==> config.mk <==
export PLATFORM = sky130hd
export DESIGN_NAME = tuner_i2c_regs
export DESIGN_NICKNAME = d
export VERILOG_FILES = /design/src/rtl/tnr_pkg.sv /design/src/rtl/tnr_bus_sync.sv /design/src/rtl/tnr_rx_fsm.sv /design/src/rtl/tnr_reg_bank.sv /design/src/rtl/tuner_i2c_regs.sv
export SDC_FILE = /design/constraint.sdc
export NUM_CORES = 1
export LEC_CHECK = 0
export CAP_MARGIN = 15
export CORE_UTILIZATION = 49
export CTS_CLUSTER_DIAMETER = 120
export CTS_CLUSTER_SIZE = 40
export DETAILED_ROUTE_END_ITERATION = 7
export MAX_ROUTING_LAYER = met4
export PLACE_DENSITY = 0.83
export SYNTH_ARGS = -nofsm -noshare
export SYNTH_HDL_FRONTEND = slang
export SYNTH_HIERARCHICAL = 1
export SYNTH_SLANG_ARGS = --single-unit
export TNS_END_PERCENT = 30
==> constraint.sdc <==
create_clock -name clk -period 1.8 [get_ports clk]
set_clock_uncertainty 0.05 [all_clocks]
set_input_delay 0.45 -clock clk [delete_from_list [all_inputs] [get_ports clk]]
set_output_delay 0.45 -clock clk [all_outputs]
set_load 0.01 [all_outputs]
==> src/rtl/tnr_pkg.sv <==
package tnr_pkg;

    localparam int BYTE_W = 8;
    localparam int TEST_W = 3;
    localparam int REF_W  = 2;
    localparam int BAND_W = 4;

    localparam logic [4:0] ADDR_FIXED = 5'b11000;

    typedef enum logic [2:0] {
        ST_IDLE,
        ST_SHIFT,
        ST_ACK_WAIT,
        ST_ACK,
        ST_SKIP
    } rx_state_t;

    // addr_level: 00 low, 01 middle, 10 high, 11 as low; result is {A1,A0}
    function automatic logic [1:0] level_to_sel(input logic [1:0] lvl);
        logic [1:0] sel;
        case (lvl)
            2'b01:   sel = 2'b10;
            2'b10:   sel = 2'b01;
            default: sel = 2'b00;
        endcase
        return sel;
    endfunction

endpackage

==> src/rtl/tnr_bus_sync.sv <==
module tnr_bus_sync #(
    parameter int STAGES = 2
) (
    input  logic clk,
    input  logic rst_n,
    input  logic scl_i,
    input  logic sda_i,
    output logic scl_q,
    output logic sda_q,
    output logic scl_rise,
    output logic scl_fall,
    output logic start_det,
    output logic stop_det
);

    logic [STAGES-1:0] scl_ff;
    logic [STAGES-1:0] sda_ff;
    logic              scl_p;
    logic              sda_p;

    always_ff @(posedge clk or negedge rst_n) begin
        if (!rst_n) begin
            scl_ff <= '1;
            sda_ff <= '1;
            scl_p  <= 1'b1;
            sda_p  <= 1'b1;
        end else begin
            scl_ff[0] <= scl_i;
            sda_ff[0] <= sda_i;
            for (int i = 1; i < STAGES; i++) begin
                scl_ff[i] <= scl_ff[i-1];
                sda_ff[i] <= sda_ff[i-1];
            end
            scl_p <= scl_ff[STAGES-1];
            sda_p <= sda_ff[STAGES-1];
        end
    end

    assign scl_q     = scl_ff[STAGES-1];
    assign sda_q     = sda_ff[STAGES-1];
    assign scl_rise  = scl_q & ~scl_p;
    assign scl_fall  = ~scl_q & scl_p;
    assign start_det = scl_q & scl_p & sda_p & ~sda_q;
    assign stop_det  = scl_q & scl_p & ~sda_p & sda_q;

endmodule

==> src/rtl/tnr_rx_fsm.sv <==
module tnr_rx_fsm
    import tnr_pkg::*;
#(
    parameter int MAX_DATA = 4,
    parameter int IDX_W    = 3
) (
    input  logic                clk,
    input  logic                rst_n,
    input  logic                scl_rise,
    input  logic                scl_fall,
    input  logic                start_det,
    input  logic                stop_det,
    input  logic                sda_q,
    input  logic [1:0]          ca_sel,
    output logic                sda_pull,
    output logic                byte_stb,
    output logic [BYTE_W-1:0]   byte_val,
    output logic [IDX_W-1:0]    data_idx
);

    localparam logic [IDX_W-1:0] IDX_LIMIT = IDX_W'(MAX_DATA);

    rx_state_t          state;
    rx_state_t          nxt;
    logic [BYTE_W-1:0]  shreg;
    logic [2:0]         bit_cnt;
    logic               addr_phase;
    logic [BYTE_W-1:0]  full;
    logic               byte_done;
    logic               addr_hit;
    logic               take_byte;

    assign full      = {shreg[BYTE_W-2:0], sda_q};
    assign byte_done = scl_rise && (bit_cnt == 3'd7);
    assign addr_hit  = (full[7:3] == ADDR_FIXED) && !full[0]
                       && ((full[2:1] == 2'b00) || (full[2:1] == ca_sel));
    assign take_byte = addr_phase ? addr_hit : (data_idx < IDX_LIMIT);

    // next-state logic
    always_comb begin
        nxt = state;
        if (stop_det) begin
            nxt = ST_IDLE;
        end else if (start_det) begin
            nxt = ST_SHIFT;
        end else begin
            unique case (state)
                ST_IDLE:     nxt = ST_IDLE;
                ST_SHIFT:    if (byte_done) nxt = take_byte ? ST_ACK_WAIT : ST_SKIP;
                ST_ACK_WAIT: if (scl_fall) nxt = ST_ACK;
                ST_ACK:      if (scl_fall) nxt = ST_SHIFT;
                ST_SKIP:     nxt = ST_SKIP;
                default:     nxt = ST_IDLE;
            endcase
        end
    end

    // state register
    always_ff @(posedge clk or negedge rst_n) begin
        if (!rst_n) state <= ST_IDLE;
        else        state <= nxt;
    end

    // byte datapath
    always_ff @(posedge clk or negedge rst_n) begin
        if (!rst_n) begin
            shreg      <= '0;
            bit_cnt    <= '0;
            addr_phase <= 1'b1;
            data_idx   <= '0;
            byte_stb   <= 1'b0;
            byte_val   <= '0;
        end else begin
            byte_stb <= 1'b0;
            if (stop_det || start_det) begin
                bit_cnt    <= '0;
                addr_phase <= 1'b1;
                data_idx   <= '0;
            end else begin
                if (state == ST_SHIFT && scl_rise) begin
                    shreg   <= full;
                    bit_cnt <= bit_cnt + 3'd1;
                    if (byte_done && !addr_phase && take_byte) begin
                        byte_stb <= 1'b1;
                        byte_val <= full;
                    end
                end
                if (state == ST_ACK && scl_fall) begin
                    addr_phase <= 1'b0;
                    bit_cnt    <= '0;
                end
                if (byte_stb) data_idx <= data_idx + 1'b1;
            end
        end
    end

    // outputs
    always_comb begin
        sda_pull = (state == ST_ACK);
    end

endmodule

==> src/rtl/tnr_reg_bank.sv <==
module tnr_reg_bank
    import tnr_pkg::*;
#(
    parameter int         DIV_W       = 15,
    parameter logic       CP_DEFAULT  = 1'b1,
    parameter logic [1:0] REF_DEFAULT = 2'b00
) (
    input  logic                clk,
    input  logic                rst_n,
    input  logic                first_stb,
    input  logic                pair_commit,
    input  logic [BYTE_W-1:0]   byte_val,
    output logic [DIV_W-1:0]    div_ratio,
    output logic                cp_sel,
    output logic [TEST_W-1:0]   test_bits,
    output logic [REF_W-1:0]    ref_sel,
    output logic [BAND_W-1:0]   band_sw
);

    localparam int HI_W = DIV_W - BYTE_W;

    logic [BYTE_W-1:0] first_q;

    always_ff @(posedge clk or negedge rst_n) begin
        if (!rst_n) begin
            first_q   <= '0;
            div_ratio <= '0;
            cp_sel    <= CP_DEFAULT;
            test_bits <= '0;
            ref_sel   <= REF_DEFAULT;
            band_sw   <= '0;
        end else begin
            if (first_stb) first_q <= byte_val;
            if (pair_commit) begin
                if (!first_q[7]) begin
                    div_ratio <= {first_q[HI_W-1:0], byte_val};
                end else begin
                    cp_sel    <= first_q[6];
                    test_bits <= first_q[5:3];
                    ref_sel   <= first_q[2:1];
                    band_sw   <= byte_val[BAND_W-1:0];
                end
            end
        end
    end

endmodule

==> src/rtl/tuner_i2c_regs.sv <==
module tuner_i2c_regs
    import tnr_pkg::*;
#(
    parameter int SYNC_STAGES = 2,
    parameter int MAX_DATA    = 4,
    parameter int DIV_W       = 15
) (
    input  logic              clk,
    input  logic              rst_n,
    input  logic              scl,
    input  logic              sda,
    input  logic [1:0]        addr_level,
    output logic              sda_pull,
    output logic [DIV_W-1:0]  div_ratio,
    output logic              cp_sel,
    output logic [2:0]        test_bits,
    output logic [1:0]        ref_sel,
    output logic [3:0]        band_sw
);

    localparam int IDX_W = $clog2(MAX_DATA + 1);

    logic              scl_q;
    logic              sda_q;
    logic              scl_rise;
    logic              scl_fall;
    logic              start_det;
    logic              stop_det;
    logic              byte_stb;
    logic [BYTE_W-1:0] byte_val;
    logic [IDX_W-1:0]  data_idx;
    logic              first_stb;
    logic              pair_commit;
    logic [1:0]        ca_sel;

    assign ca_sel      = level_to_sel(addr_level);
    assign first_stb   = byte_stb & ~data_idx[0];
    assign pair_commit = byte_stb &  data_idx[0];

    tnr_bus_sync #(.STAGES(SYNC_STAGES)) sync_i (
        .clk       (clk),
        .rst_n     (rst_n),
        .scl_i     (scl),
        .sda_i     (sda),
        .scl_q     (scl_q),
        .sda_q     (sda_q),
        .scl_rise  (scl_rise),
        .scl_fall  (scl_fall),
        .start_det (start_det),
        .stop_det  (stop_det)
    );

    tnr_rx_fsm #(.MAX_DATA(MAX_DATA), .IDX_W(IDX_W)) fsm_i (
        .clk       (clk),
        .rst_n     (rst_n),
        .scl_rise  (scl_rise),
        .scl_fall  (scl_fall),
        .start_det (start_det),
        .stop_det  (stop_det),
        .sda_q     (sda_q),
        .ca_sel    (ca_sel),
        .sda_pull  (sda_pull),
        .byte_stb  (byte_stb),
        .byte_val  (byte_val),
        .data_idx  (data_idx)
    );

    tnr_reg_bank #(.DIV_W(DIV_W)) bank_i (
        .clk         (clk),
        .rst_n       (rst_n),
        .first_stb   (first_stb),
        .pair_commit (pair_commit),
        .byte_val    (byte_val),
        .div_ratio   (div_ratio),
        .cp_sel      (cp_sel),
        .test_bits   (test_bits),
        .ref_sel     (ref_sel),
        .band_sw     (band_sw)
    );

endmodule

==> impl_metrics.toml <==
[outcome]
outcome = "finished clean"

[synthesis]
synth_adder_area_share_pct = 1.39
syn_avg_cell_area_um2 = 15.3
synthesis.area_mm2 = 0.00269
ys_ff_latch = 65
ys_types = 35
synth_top_family_by_area = "multiplexers"
synth-compound-area-share_pct = 2.37
syn_nets = 185
ys_seq_area_share_pct = 60.8
synth_xor_area_share_pct = 0.976
yosys.area_share.simple_pct = 9.29
ys_warn_count = 6
netlist_instances = 176
synth_mux_area_share_pct = 23.6

[global_routing]
grt_usage_pct = 19.8
antenna_found_initial = 0
grt_max_degree = 33
grt_pass1_wl_um = 8400
grt_overflow = 0
grt_pass1_vias = 1716

[pwr]
p_sw_share_pct = 23.1
p_per_area_mw_per_mm2 = 907
p_leak_nw = 1.64
p_int_mw = 2.36
p_switching_uw = 711
total_power_mw = 3.07
ir_drop_mv = 0.623
power.combinational.fraction_pct = 11.5
clkPwrFrac_pct = 33.5
power_frac_seq_pct = 54.9

[drt]
drcViolationCount = 0
routed_via_density = 5.09
wl_um = 4790
routed-wl-met2_um = 2450
route.met3.wl_um = 183
drt-initial-drc-count = 55
antenna_left = 0
vias = 1551
routedWlPerCell_um = 15.7
drt_pass1_iterations = 4
routed.top_layer = "met4"
wl_met1_um = 2110

[place]
placed_cell_area_mm2 = 0.00319
dp_slack_ps = -279
port_buffers = 31
gp_congestion = 0.820
hpwl_um = 3280

[setup_path]
worstReg2RegEnd = "fsm_i/shreg[0]$_DFFE_PN0P_"
start_kind = "flip-flop"
path_cells = "nor2b_2 > nor4bb_2 > buf_4 > nand2_4 > mux2_4"
crit_type = "flip-flop to flip-flop"
worstPathRequired_ps = 1960
reg2reg_slack_ps = 5
critPathCaptureType = "flip-flop"
crit_arrival_ps = 1960
max_stage_delay_ps = 560
rr_worst_depth = 5
reg2reg_from = "sync_i/scl_ff[1]$_DFF_PN1_"
crit_slowest_cell = "dfstp_2"
cp_max_fo = 7

[clocking]
cts_sinks = 65
hold_buffers = 0
root_buffer = "clkbuf_8"
clkSlewWorstSetupHoldPaths_ps = 60
cts_tree = "done"
clkLatencyLatePin_ps = 330
numCtsBuffers = 9
clockBufferDepth = 2
htreeDepth = 3

[finish]
synthToLayoutAreaGrowth_pct = 25.8
drive_above_1_share_pct = 41.7
diodes = 0
fin_util_pct = 65.1
postLayoutCellArea_mm2 = 0.00339
final_common_cell = "dfrtp_1"
mostFrequentLayoutCells = "dfrtp_1, mux2_2, clkdlybuf4s50_1, mux2_4, buf_4"
fin_nets = 241

[timing]
fmax_mhz = 557
tightest_slew_ps = 473
layout_setup_ws_ps = 4.84
rsz0062_at_grt = "true"
finalCritPeriodShare_pct = 99.7
setup_violations = 0
min_period_ps = 1800
maxSlewViolCount = 0
hold_violations = 0
relSlewSlack_pct = 68.5

[floorplan]
die_h_um = 76.1
rows = 26
dieWidth_um = 76.1
dieArea_mm2 = 0.00580
core_mm2 = 0.00520
initial_core_util_pct = 51.7
io_pins = 32

[flow_run]
max_cap_viol_count = 0

[min_path]
hold_path.class = "input port to async pin"
-- worst max-delay path: cells and delay by family, from the launching register on --
kind,cells,cell delay [ps]
AND/OR/NAND/NOR,3,560
flip-flops,1,560
buffers and inverters,1,190
multiplexers,1,320
-- synthesized netlist by cell type --
master / instances / area, µm²
buf_4: 1 / 7.51
buf_2: 1 / 5.00
xor2_1: 1 / 8.76
and2_1: 1 / 6.26
nand3_2: 1 / 10.0
and4b_1: 3 / 30.0
buf_6: 1 / 11.3
nor4b_1: 1 / 8.76
xnor2_1: 2 / 17.5
nand2b_1: 2 / 12.5
nand3_1: 2 / 10.0
mux2i_1: 3 / 30.0
o32a_1: 1 / 10.0
nor2b_1: 4 / 25.0
and2b_2: 2 / 17.5
nand2_2: 1 / 6.26
a21bo_2: 1 / 10.0
dfrtp_1: 57 / 1430
o21ai_0: 2 / 10.0
a31o_2: 1 / 8.76
and3b_1: 1 / 8.76
ha_1: 3 / 37.5
nand2_4: 1 / 11.3
dfstp_2: 8 / 210
mux2_4: 17 / 255
or2_4: 1 / 8.76
nor2_1: 11 / 41.3
buf_12: 1 / 20.0
nand2_1: 6 / 22.5
nor3_1: 1 / 5.00
a21boi_0: 2 / 15.0
mux2_2: 31 / 349
nor4bb_1: 2 / 20.0
a21oi_1: 2 / 10.0
nor2_2: 1 / 6.26
-- layer usage --
layer  global-route usage (%)  up-vias
met5                        -        -
li1                         -      733
met4                     5.77        0
met2                     30.3       29
met3                     6.83        4
met1                     25.0      785
-- power by group through the flow --
stage	sequential, mW	combinational [mW]	clock [mW]
2_1_floorplan	1.68	0.240	0
3_3_place_gp	1.71	0.327	0
3_5_place_dp	1.71	0.344	0
4_1_cts	1.69	0.351	1.06
5_1_grt	1.70	0.390	1.15
6_report	1.69	0.354	1.03
-- kinds of logic after synthesis --
family                     Yosys count
DFF                                 65
xor gates and xnor gates             3
adders and majority gates            3
buffers and inverters                4
AOI/OAI and AO/OA                    9
muxes                               51
and+or+nand+nor                     41
-- state kept, by name (all words and copies together), names as in the netlist --
| name | count |
|---|---|
| fsm_i/addr_phase | 1 |
| bank_i/band_sw | 4 |
| sync_i/scl_p | 1 |
| fsm_i/bit_cnt | 3 |
| bank_i/test_bits | 3 |
| bank_i/first_q | 8 |
| bank_i/div_ratio | 15 |
| fsm_i/byte_val | 8 |
| sync_i/sda_ff | 2 |
| bank_i/cp_sel | 1 |
| fsm_i/byte_stb | 1 |
| sync_i/scl_ff | 2 |
| bank_i/ref_sel | 2 |
| fsm_i/state | 3 |
| fsm_i/shreg | 7 |
| sync_i/sda_p | 1 |
| fsm_i/data_idx | 3 |
-- worst max-delay path by stage --
| stage | to | start | slack [ps] | depth (start not counted) |
|---|---|---|---|---|
| finish | fsm_i/shreg[0]$_DFFE_PN0P_ | sync_i/scl_ff[1]$_DFF_PN1_ | 5 | 5 |
| global placement | fsm_i/state[2]$_DFFE_PN0P_ | addr_level[0] | -230 | 6 |
| detailed placement | fsm_i/state[2]$_DFFE_PN0P_ | addr_level[0] | -280 | 6 |
| floorplan | fsm_i/byte_val[0]$_DFFE_PN0P_ | sync_i/sda_ff[1]$_DFF_PN1_ | 40 | 5 |
| CTS | fsm_i/shreg[0]$_DFFE_PN0P_ | sync_i/scl_ff[1]$_DFF_PN1_ | 6 | 5 |
| global route | fsm_i/shreg[2]$_DFFE_PN0P_ | sync_i/scl_ff[1]$_DFF_PN1_ | -70 | 5 |
-- metrics by stage --
stage	hold slack (ps)	TNS (ps)	std cells
floorplan	104	0	176
global placement	296	-557	289
detailed placement	297	-1100	289
CTS	24.8	0	303
global route	38.2	-851	305
finish	21.7	0	305
-- layout make-up --
type,instances,area (µm²)
tap,70,87.6
clock buffer,14,163
sequential,65,1640
multi-input combinational,107,1040
fill,377,1820
timing repair buffer,49,464
-- timing repair --
action                                  CTS  global route
endpoints found under the setup margin   17            17
pin swaps                                 1             0
setup buffers                             0             2
gates resized for setup                   6             1
No activity file was read; power rests on OpenSTA's default activity.
